### config.mk
export PLATFORM = sky130hd
export DESIGN_NAME = sbw_adapter
export DESIGN_NICKNAME = d
export VERILOG_FILES = /design/src/rtl/sbw_pkg.sv /design/src/rtl/sbw_tx.sv /design/src/rtl/sbw_rx.sv /design/src/rtl/sbw_word_chk.sv /design/src/rtl/sbw_adapter.sv
export SDC_FILE = /design/constraint.sdc
export NUM_CORES = 1
export LEC_CHECK = 0
export BUFFER_PORTS_ARGS = -buffer_cell sky130_fd_sc_hd__buf_2
export CORE_ASPECT_RATIO = 0.8
export CORE_MARGIN = 5
export CORE_UTILIZATION = 35
export DETAILED_ROUTE_END_ITERATION = 10
export PLACE_DENSITY = 0.53
export SYNTH_ARGS = -nofsm -noshare
export SYNTH_HDL_FRONTEND = slang
export SYNTH_HIERARCHICAL = 1
export SYNTH_SLANG_ARGS = --single-unit
### constraint.sdc
create_clock -name clk -period 2.16 [get_ports clk]
set_clock_uncertainty 0.05 [all_clocks]
set_input_delay 0.432 -clock clk [delete_from_list [all_inputs] [get_ports clk]]
set_output_delay 0.432 -clock clk [all_outputs]
set_load 0.005 [all_outputs]
### src/rtl/sbw_pkg.sv
package sbw_pkg;
   typedef enum logic [0:0] {
      TX_IDLE  = 1'b0,
      TX_SHIFT = 1'b1
   } tx_state_e;

   localparam int ERR_SYNC_BIT = 0;
   localparam int ERR_PAR_BIT  = 1;
   localparam int ERR_W        = 2;
endpackage

### src/rtl/sbw_tx.sv
module sbw_tx
   import sbw_pkg::*;
#(
   parameter int SYNC_W = 3,
   parameter int ADDR_W = 5,
   parameter int BODY_W = 19,
   parameter logic [SYNC_W-1:0] SYNC_CMD = 3'b101,
   parameter logic [SYNC_W-1:0] SYNC_DAT = 3'b010,
   parameter bit ODD_PARITY = 1'b1
) (
   input  logic              clk,
   input  logic              rst_n,
   input  logic              bit_en,
   input  logic              own_bus,
   input  logic              req,
   input  logic              is_cmd,
   input  logic [ADDR_W-1:0] addr,
   input  logic [BODY_W-1:0] body,
   output logic              ready,
   output logic              ser_out,
   output logic              sof_out,
   output logic              oe
);
   localparam int WORD_W = SYNC_W + ADDR_W + BODY_W + 1;
   localparam int CNT_W  = $clog2(WORD_W);
   localparam logic [CNT_W-1:0] LAST = CNT_W'(WORD_W - 1);

   tx_state_e           state;
   logic [WORD_W-1:0]   shreg;
   logic [CNT_W-1:0]    cnt;
   logic [WORD_W-2:0]   head;
   logic                par;

   assign head = {(is_cmd ? SYNC_CMD : SYNC_DAT), addr, body};

   generate
      if (ODD_PARITY) begin : g_odd
         assign par = ~(^head);
      end else begin : g_even
         assign par = ^head;
      end
   endgenerate

   assign ready   = (state == TX_IDLE) && own_bus;
   assign ser_out = shreg[WORD_W-1];
   assign sof_out = (state == TX_SHIFT) && (cnt == '0);
   assign oe      = (state == TX_SHIFT) && own_bus;

   always_ff @(posedge clk or negedge rst_n) begin
      if (!rst_n) begin
         state <= TX_IDLE;
         shreg <= '0;
         cnt   <= '0;
      end else begin
         case (state)
            TX_IDLE: begin
               if (req && ready) begin
                  shreg <= {head, par};
                  cnt   <= '0;
                  state <= TX_SHIFT;
               end
            end
            default: begin
               if (bit_en) begin
                  shreg <= {shreg[WORD_W-2:0], 1'b0};
                  if (cnt == LAST) begin
                     state <= TX_IDLE;
                     cnt   <= '0;
                  end else begin
                     cnt <= cnt + 1'b1;
                  end
               end
            end
         endcase
      end
   end
endmodule

### src/rtl/sbw_rx.sv
module sbw_rx #(
   parameter int WORD_W = 28
) (
   input  logic              clk,
   input  logic              rst_n,
   input  logic              bit_en,
   input  logic              ser_in,
   input  logic              sof_in,
   output logic              done,
   output logic [WORD_W-1:0] word
);
   localparam int CNT_W = $clog2(WORD_W);
   localparam logic [CNT_W-1:0] LAST = CNT_W'(WORD_W - 1);

   logic [WORD_W-2:0] sreg;
   logic [CNT_W-1:0]  cnt;
   logic              active;

   always_ff @(posedge clk or negedge rst_n) begin
      if (!rst_n) begin
         sreg   <= '0;
         cnt    <= '0;
         active <= 1'b0;
         done   <= 1'b0;
         word   <= '0;
      end else begin
         done <= 1'b0;
         if (bit_en) begin
            if (sof_in) begin
               sreg   <= {sreg[WORD_W-3:0], ser_in};
               cnt    <= CNT_W'(1);
               active <= 1'b1;
            end else if (active) begin
               if (cnt == LAST) begin
                  word   <= {sreg, ser_in};
                  done   <= 1'b1;
                  active <= 1'b0;
                  cnt    <= '0;
               end else begin
                  sreg <= {sreg[WORD_W-3:0], ser_in};
                  cnt  <= cnt + 1'b1;
               end
            end
         end
      end
   end
endmodule

### src/rtl/sbw_word_chk.sv
module sbw_word_chk
   import sbw_pkg::*;
#(
   parameter int SYNC_W = 3,
   parameter int ADDR_W = 5,
   parameter int BODY_W = 19,
   parameter logic [SYNC_W-1:0] SYNC_CMD = 3'b101,
   parameter logic [SYNC_W-1:0] SYNC_DAT = 3'b010,
   parameter bit ODD_PARITY = 1'b1,
   localparam int WORD_W = SYNC_W + ADDR_W + BODY_W + 1
) (
   input  logic [WORD_W-1:0] word,
   output logic              is_cmd,
   output logic [ADDR_W-1:0] addr,
   output logic [BODY_W-1:0] body,
   output logic [ERR_W-1:0]  err
);
   logic [SYNC_W-1:0] sync;
   logic              par_bad;

   assign sync = word[WORD_W-1 -: SYNC_W];
   assign addr = word[BODY_W+ADDR_W : BODY_W+1];
   assign body = word[BODY_W:1];

   generate
      if (ODD_PARITY) begin : g_odd
         assign par_bad = ~(^word);
      end else begin : g_even
         assign par_bad = ^word;
      end
   endgenerate

   always_comb begin
      is_cmd            = (sync == SYNC_CMD);
      err               = '0;
      err[ERR_SYNC_BIT] = (sync != SYNC_CMD) && (sync != SYNC_DAT);
      err[ERR_PAR_BIT]  = par_bad;
   end
endmodule

### src/rtl/sbw_adapter.sv
module sbw_adapter
   import sbw_pkg::*;
#(
   parameter int SYNC_W = 3,
   parameter int ADDR_W = 5,
   parameter int BODY_W = 19,
   parameter logic [SYNC_W-1:0] SYNC_CMD = 3'b101,
   parameter logic [SYNC_W-1:0] SYNC_DAT = 3'b010,
   parameter bit ODD_PARITY = 1'b1
) (
   input  logic              clk,
   input  logic              rst_n,
   input  logic              bit_en,
   input  logic              own_bus,
   input  logic              tx_req,
   input  logic              tx_is_cmd,
   input  logic [ADDR_W-1:0] tx_addr,
   input  logic [BODY_W-1:0] tx_body,
   output logic              tx_ready,
   output logic              line_out,
   output logic              line_sof_out,
   output logic              line_oe,
   input  logic              line_in,
   input  logic              line_sof_in,
   output logic              rx_valid,
   output logic              rx_is_cmd,
   output logic [ADDR_W-1:0] rx_addr,
   output logic [BODY_W-1:0] rx_body,
   output logic [ERR_W-1:0]  rx_err
);
   localparam int WORD_W = SYNC_W + ADDR_W + BODY_W + 1;

   generate
      if (SYNC_W < 2) begin : g_bad_sync_w
         $error("sbw_adapter: SYNC_W must be at least 2");
      end
      if (SYNC_CMD == SYNC_DAT) begin : g_bad_sync_pat
         $error("sbw_adapter: command and data sync patterns must differ");
      end
      if (ADDR_W < 1 || BODY_W < 1) begin : g_bad_fields
         $error("sbw_adapter: address and body need at least one bit");
      end
   endgenerate

   logic [WORD_W-1:0] rx_word;

   sbw_tx #(
      .SYNC_W(SYNC_W), .ADDR_W(ADDR_W), .BODY_W(BODY_W),
      .SYNC_CMD(SYNC_CMD), .SYNC_DAT(SYNC_DAT), .ODD_PARITY(ODD_PARITY)
   ) tx_i (
      .clk(clk), .rst_n(rst_n), .bit_en(bit_en), .own_bus(own_bus),
      .req(tx_req), .is_cmd(tx_is_cmd), .addr(tx_addr), .body(tx_body),
      .ready(tx_ready), .ser_out(line_out), .sof_out(line_sof_out), .oe(line_oe)
   );

   sbw_rx #(.WORD_W(WORD_W)) rx_i (
      .clk(clk), .rst_n(rst_n), .bit_en(bit_en), .ser_in(line_in),
      .sof_in(line_sof_in), .done(rx_valid), .word(rx_word)
   );

   sbw_word_chk #(
      .SYNC_W(SYNC_W), .ADDR_W(ADDR_W), .BODY_W(BODY_W),
      .SYNC_CMD(SYNC_CMD), .SYNC_DAT(SYNC_DAT), .ODD_PARITY(ODD_PARITY)
   ) chk_i (
      .word(rx_word), .is_cmd(rx_is_cmd), .addr(rx_addr),
      .body(rx_body), .err(rx_err)
   );
endmodule

==> tab_implementation.tex <==
\begin{tabular}{lr}
\hline
Metric & Value \\
\hline
\multicolumn{2}{l}{\textbf{Timing}} \\
\quad Shortest period the worst path allows & 2.331 ns \\
\quad Unrepaired setup endpoints after global routing & true \\
\quad Final clock period utilization by the worst path & 107.9\% \\
\quad Number of slew-limit violations in the final report & 0 \\
\quad Worst-case headroom to the max-slew limit & 71.47\% \\
\quad Final number of hold-violating endpoints & 0 \\
\quad Hold WS & 0.2895 ns \\
\quad Worst Tran Pin Value & between 0.4 and 0.5 ns \\
\quad Final setup violating endpoints & 1 \\
\quad Post-Route Setup TNS & -0.1711 ns \\
\quad Final WS setup & -0.1711 ns \\
\quad Maximum operating frequency & between 0.4 and 0.5 GHz \\
\multicolumn{2}{l}{\textbf{CTS}} \\
\quad Largest buffer count on any clock path & 2 \\
\quad Sinks on Clock Net & 96 \\
\quad Total CTS buffers & 9 \\
\quad \# H-tree levels & 3 \\
\quad Clock latency on the worst-skew pair & 0.34 ns \\
\quad Clock tree from TritonCTS & done \\
\quad Clock root buffer master & sky130\_fd\_sc\_hd\_\_clkbuf\_16 \\
\quad Clock-pin slew on the worst setup and hold paths & roughly 0.070 ns \\
\multicolumn{2}{l}{\textbf{Synthesis}} \\
\quad Area of the mapped netlist & 0.004741 mm2 \\
\quad Proportion of synthesized chip area in sequential cells & around half \\
\quad Area share of the largest cell type after synthesis & roughly half \\
\quad Count of yosys warnings during synthesis & 6 \\
\quad Net count after synthesis & roughly 430 \\
\quad Cell types occupying the most area after synthesis & sky130\_fd\_sc\_hd\_\_dfrtp\_1 51\%, sky130\_fd\_sc\_hd\_\_mux2\_2 11\%, sky130\_fd\_sc\_hd\_\_xnor2\_1 6.7\%, sky130\_fd\_sc\_hd\_\_mux2i\_1 5.1\%, sky130\_fd\_sc\_hd\_\_buf\_4 4.3\% \\
\quad FFs w/ async S/R, synth & 100.0\% \\
\quad Number of synthesized register bits & 96 \\
\quad Cell type with the largest total area after synthesis & sky130\_fd\_sc\_hd\_\_dfrtp\_1 \\
\quad Post-synthesis cell count & between 300 and 400 \\
\quad Flip-flop cell with the highest count after synthesis & sky130\_fd\_sc\_hd\_\_dfrtp\_1 \\
\quad Average cell area after synthesis & roughly 12 um2 \\
\quad Number of synthesized flops with an enable pin & 0 \\
\quad Synth cell types & 44 \\
\multicolumn{2}{l}{\textbf{Finish}} \\
\quad End-of-flow core utilization & 41.04\% \\
\quad NumNets Final & 468 \\
\quad Inserted Diodes & 0 \\
\quad Reg area & between 0.002 and 0.0025 mm2 \\
\quad Layout cell share with drive strength beyond 1 & between 30\% and 40\% \\
\quad Area Overhead vs Synth & 16.07\% \\
\quad Area of combinational cells with multiple inputs & 0.002102 mm2 \\
\quad Fillers & about 1300 \\
\multicolumn{2}{l}{\textbf{Worst setup path}} \\
\quad Crit-path max FO & 4 \\
\quad Series of cell instances along the critical path & xnor2\_2 -> xnor2\_2 -> xnor3\_1 -> xnor3\_1 -> buf\_2 \\
\quad Data required time at the worst endpoint & 1.68 ns \\
\quad Crit-path slowest cell & sky130\_fd\_sc\_hd\_\_dfrtp\_1 \\
\quad Crit path buf inv count & 1 \\
\quad Type of destination of the critical path & output pin \\
\quad Nature of the critical path startpoint & flip-flop \\
\quad Critical path arrival & 1.85 ns \\
\quad Kind of cell adding the most delay to the critical path & XOR/XNOR gates \\
\quad Critical path class & reg2out \\
\quad Delay of the slowest cell on the worst path & $\sim$0.43 ns \\
\multicolumn{2}{l}{\textbf{Run status}} \\
\quad Violations in the final reports & negative setup slack \\
\quad Outcome & finished, violations left \\
\multicolumn{2}{l}{\textbf{Pwr}} \\
\quad Leakage component of the power & between 2 and 3 nW \\
\quad Total power draw & $\sim$5.3 mW \\
\quad Worst-case vdd ir drop & approximately 360 uV \\
\quad Power Density & $\sim$960 mW/mm2 \\
\multicolumn{2}{l}{\textbf{GRT}} \\
\quad All-Layer GR Usage & 11.84\% \\
\quad Antenna violations before repair & 0 \\
\quad Via count of the first global-routing pass & 2885 \\
\quad First-pass GRT wire length & 15.04 mm \\
\quad Pin count of the biggest net entering global routing & 54 \\
\quad Total grt overflow & 0 \\
\multicolumn{2}{l}{\textbf{Drt}} \\
\quad Number of vias after detailed routing & 2854 \\
\quad Residual DRC count & 0 \\
\quad Routed via count divided by cell count & 4.618 \\
\quad Post-detailed-route count of antenna-violating nets & 0 \\
\quad Wire length per cell & 14.39 um \\
\quad Total wire length after detailed routing & 8.892 mm \\
\quad Iteration count of the initial detailed-routing pass & 4 \\
\quad Violation count after the first detailed-routing iteration & 129 \\
\multicolumn{2}{l}{\textbf{Floorplan}} \\
\quad Area of the die & 0.01599 mm2 \\
\quad Row count & 38 \\
\quad Starting utilization of the core area & between 30\% and 40\% \\
\quad Die span in x & $\sim$140 um \\
\quad Overall die height & 114.1 um \\
\quad Number of primary I/O pins & 64 \\
\quad Core region area & 0.01341 mm2 \\
\multicolumn{2}{l}{\textbf{Placed design}} \\
\quad RD Place Congestion & around 0.74 \\
\quad HPWL after detailed placement & $\sim$6.3 mm \\
\quad Buffers on Ports & 63 \\
\quad Worst setup timing slack at the placement stage & 0.1726 ns \\
\multicolumn{2}{l}{\textbf{Job}} \\
\quad Maximum Capacitance Violations & 0 \\
\multicolumn{2}{l}{\textbf{Worst hold path}} \\
\quad Worst hold-check path type & in2reg \\
\hline
\end{tabular}
## cell families (layout without fill, tap and decap cells)
group | Yosys count | after routing | share of synthesized area [%]
xor+xnor | 47 | 47 | 10.16
fa+ha+maj | 3 | 3 | 0.7919
buf+inv | 44 | 91 | 6.386
simple gates | 71 | 71 | 7.364
flops | 96 | 96 | 50.67
compound gates | 51 | 51 | 6.493
mux | 79 | 79 | 18.13
## power by group
group / internal [mW] / switching [mW]
Clock: 1.02 / 0.688
Sequential: 2.26 / 0.339
Combinational: 0.536 / 0.431
## state kept, by name (all words and copies together), names as in the netlist
register and flops:
rx_i/word 28, rx_i/cnt 5, rx_i/sreg 27, rx_i/active 1, tx_i/state 1, tx_i/cnt 5, rx_i/done 1, tx_i/shreg 28
## timing repair
| action | 4_1_cts | 5_1_grt |
|---|---|---|
| pin swaps | 3 | 3 |
| setup buffers | 0 | 1 |
| endpoints found under the setup margin | 1 | 1 |
| gates resized for setup | 1 | 8 |
| hold endpoints to repair | 19 | 0 |
| hold buffers | 1 | 0 |
## layout make-up
cell class	instances	area share (%)
tap	180	4.093
sequential	96	43.68
clock buffer	10	4.161
inverter	2	0.1364
multi-input combinational	251	38.20
timing repair buffer	73	8.095
clock inverter	6	1.637
## metrics by stage
step	area, um2	std cells
6_report	5503	618
5_1_grt	5503	618
4_1_cts	5441	617
2_1_floorplan	4741	391
3_3_place_gp	5105	600
3_5_place_dp	5105	600
## final timing paths
check	start	to	cells past startpoint	slack (ns)
hold / removal	line_in	rx_i/sreg[0]	2	0.29
hold reg to reg	tx_i/shreg[6]	tx_i/shreg[6]	2	0.43
setup reg to reg	rx_i/cnt[0]	rx_i/word[27]	5	0.24
min in group asynchronous	rst_n	tx_i/shreg[19]	2	0.49
setup / recovery	rx_i/word[27]	rx_err[1]	5	-0.17
max in group asynchronous	rst_n	rx_i/word[26]	3	0.96
## placed cells by master (no fill, tap or decap), drive strengths merged, types with 2 or more instances in the layout
cell / synthesis / final
mux2i: 24 / 24
nor3: 3 / 3
nor2b: 3 / 3
xnor2: 38 / 38
a21oi: 8 / 8
and2: 2 / 2
clkbuf: 5 / 10
bufinv: 0 / 2
nor2: 8 / 8
ha: 3 / 3
nand2b: 2 / 2
buf: 37 / 72
dfrtp: 96 / 96
nand3: 8 / 8
xnor3: 4 / 4
nand2: 36 / 36
o21ai: 36 / 36
nand3b: 3 / 3
inv: 2 / 4
xor2: 5 / 5
mux2: 55 / 55
## worst register-to-register path, delay by kind of cell, from the launching register on
family        cells  cell delay, ns
mux               1            0.38
fa+ha+maj         1            0.32
buf+inv           1            0.22
flops             1            0.41
simple gates      2            0.42
## routing by layer
metal,part of all wire (%),global-route usage [%]
met5,0,0
met4,1.0,2.905
met3,4.4,4.551
met2,45,17.43
met1,50,16.52
## Yosys cell counts, types with 3 or more instances
master and instances:
sky130_fd_sc_hd__buf_2 7, sky130_fd_sc_hd__dfrtp_1 96, sky130_fd_sc_hd__xor2_1 5, sky130_fd_sc_hd__o21ai_0 34, sky130_fd_sc_hd__nand2_1 36, sky130_fd_sc_hd__a21oi_1 8, sky130_fd_sc_hd__mux2i_1 24, sky130_fd_sc_hd__clkbuf_1 4
sky130_fd_sc_hd__mux2_2 46, sky130_fd_sc_hd__xnor2_1 36, sky130_fd_sc_hd__xnor3_1 4, sky130_fd_sc_hd__buf_4 27, sky130_fd_sc_hd__nand3b_1 3, sky130_fd_sc_hd__nor2b_1 3, sky130_fd_sc_hd__ha_1 3, sky130_fd_sc_hd__mux2_1 9
sky130_fd_sc_hd__nor2_1 7, sky130_fd_sc_hd__nand3_1 7
(Power assumes the default switching activity.)
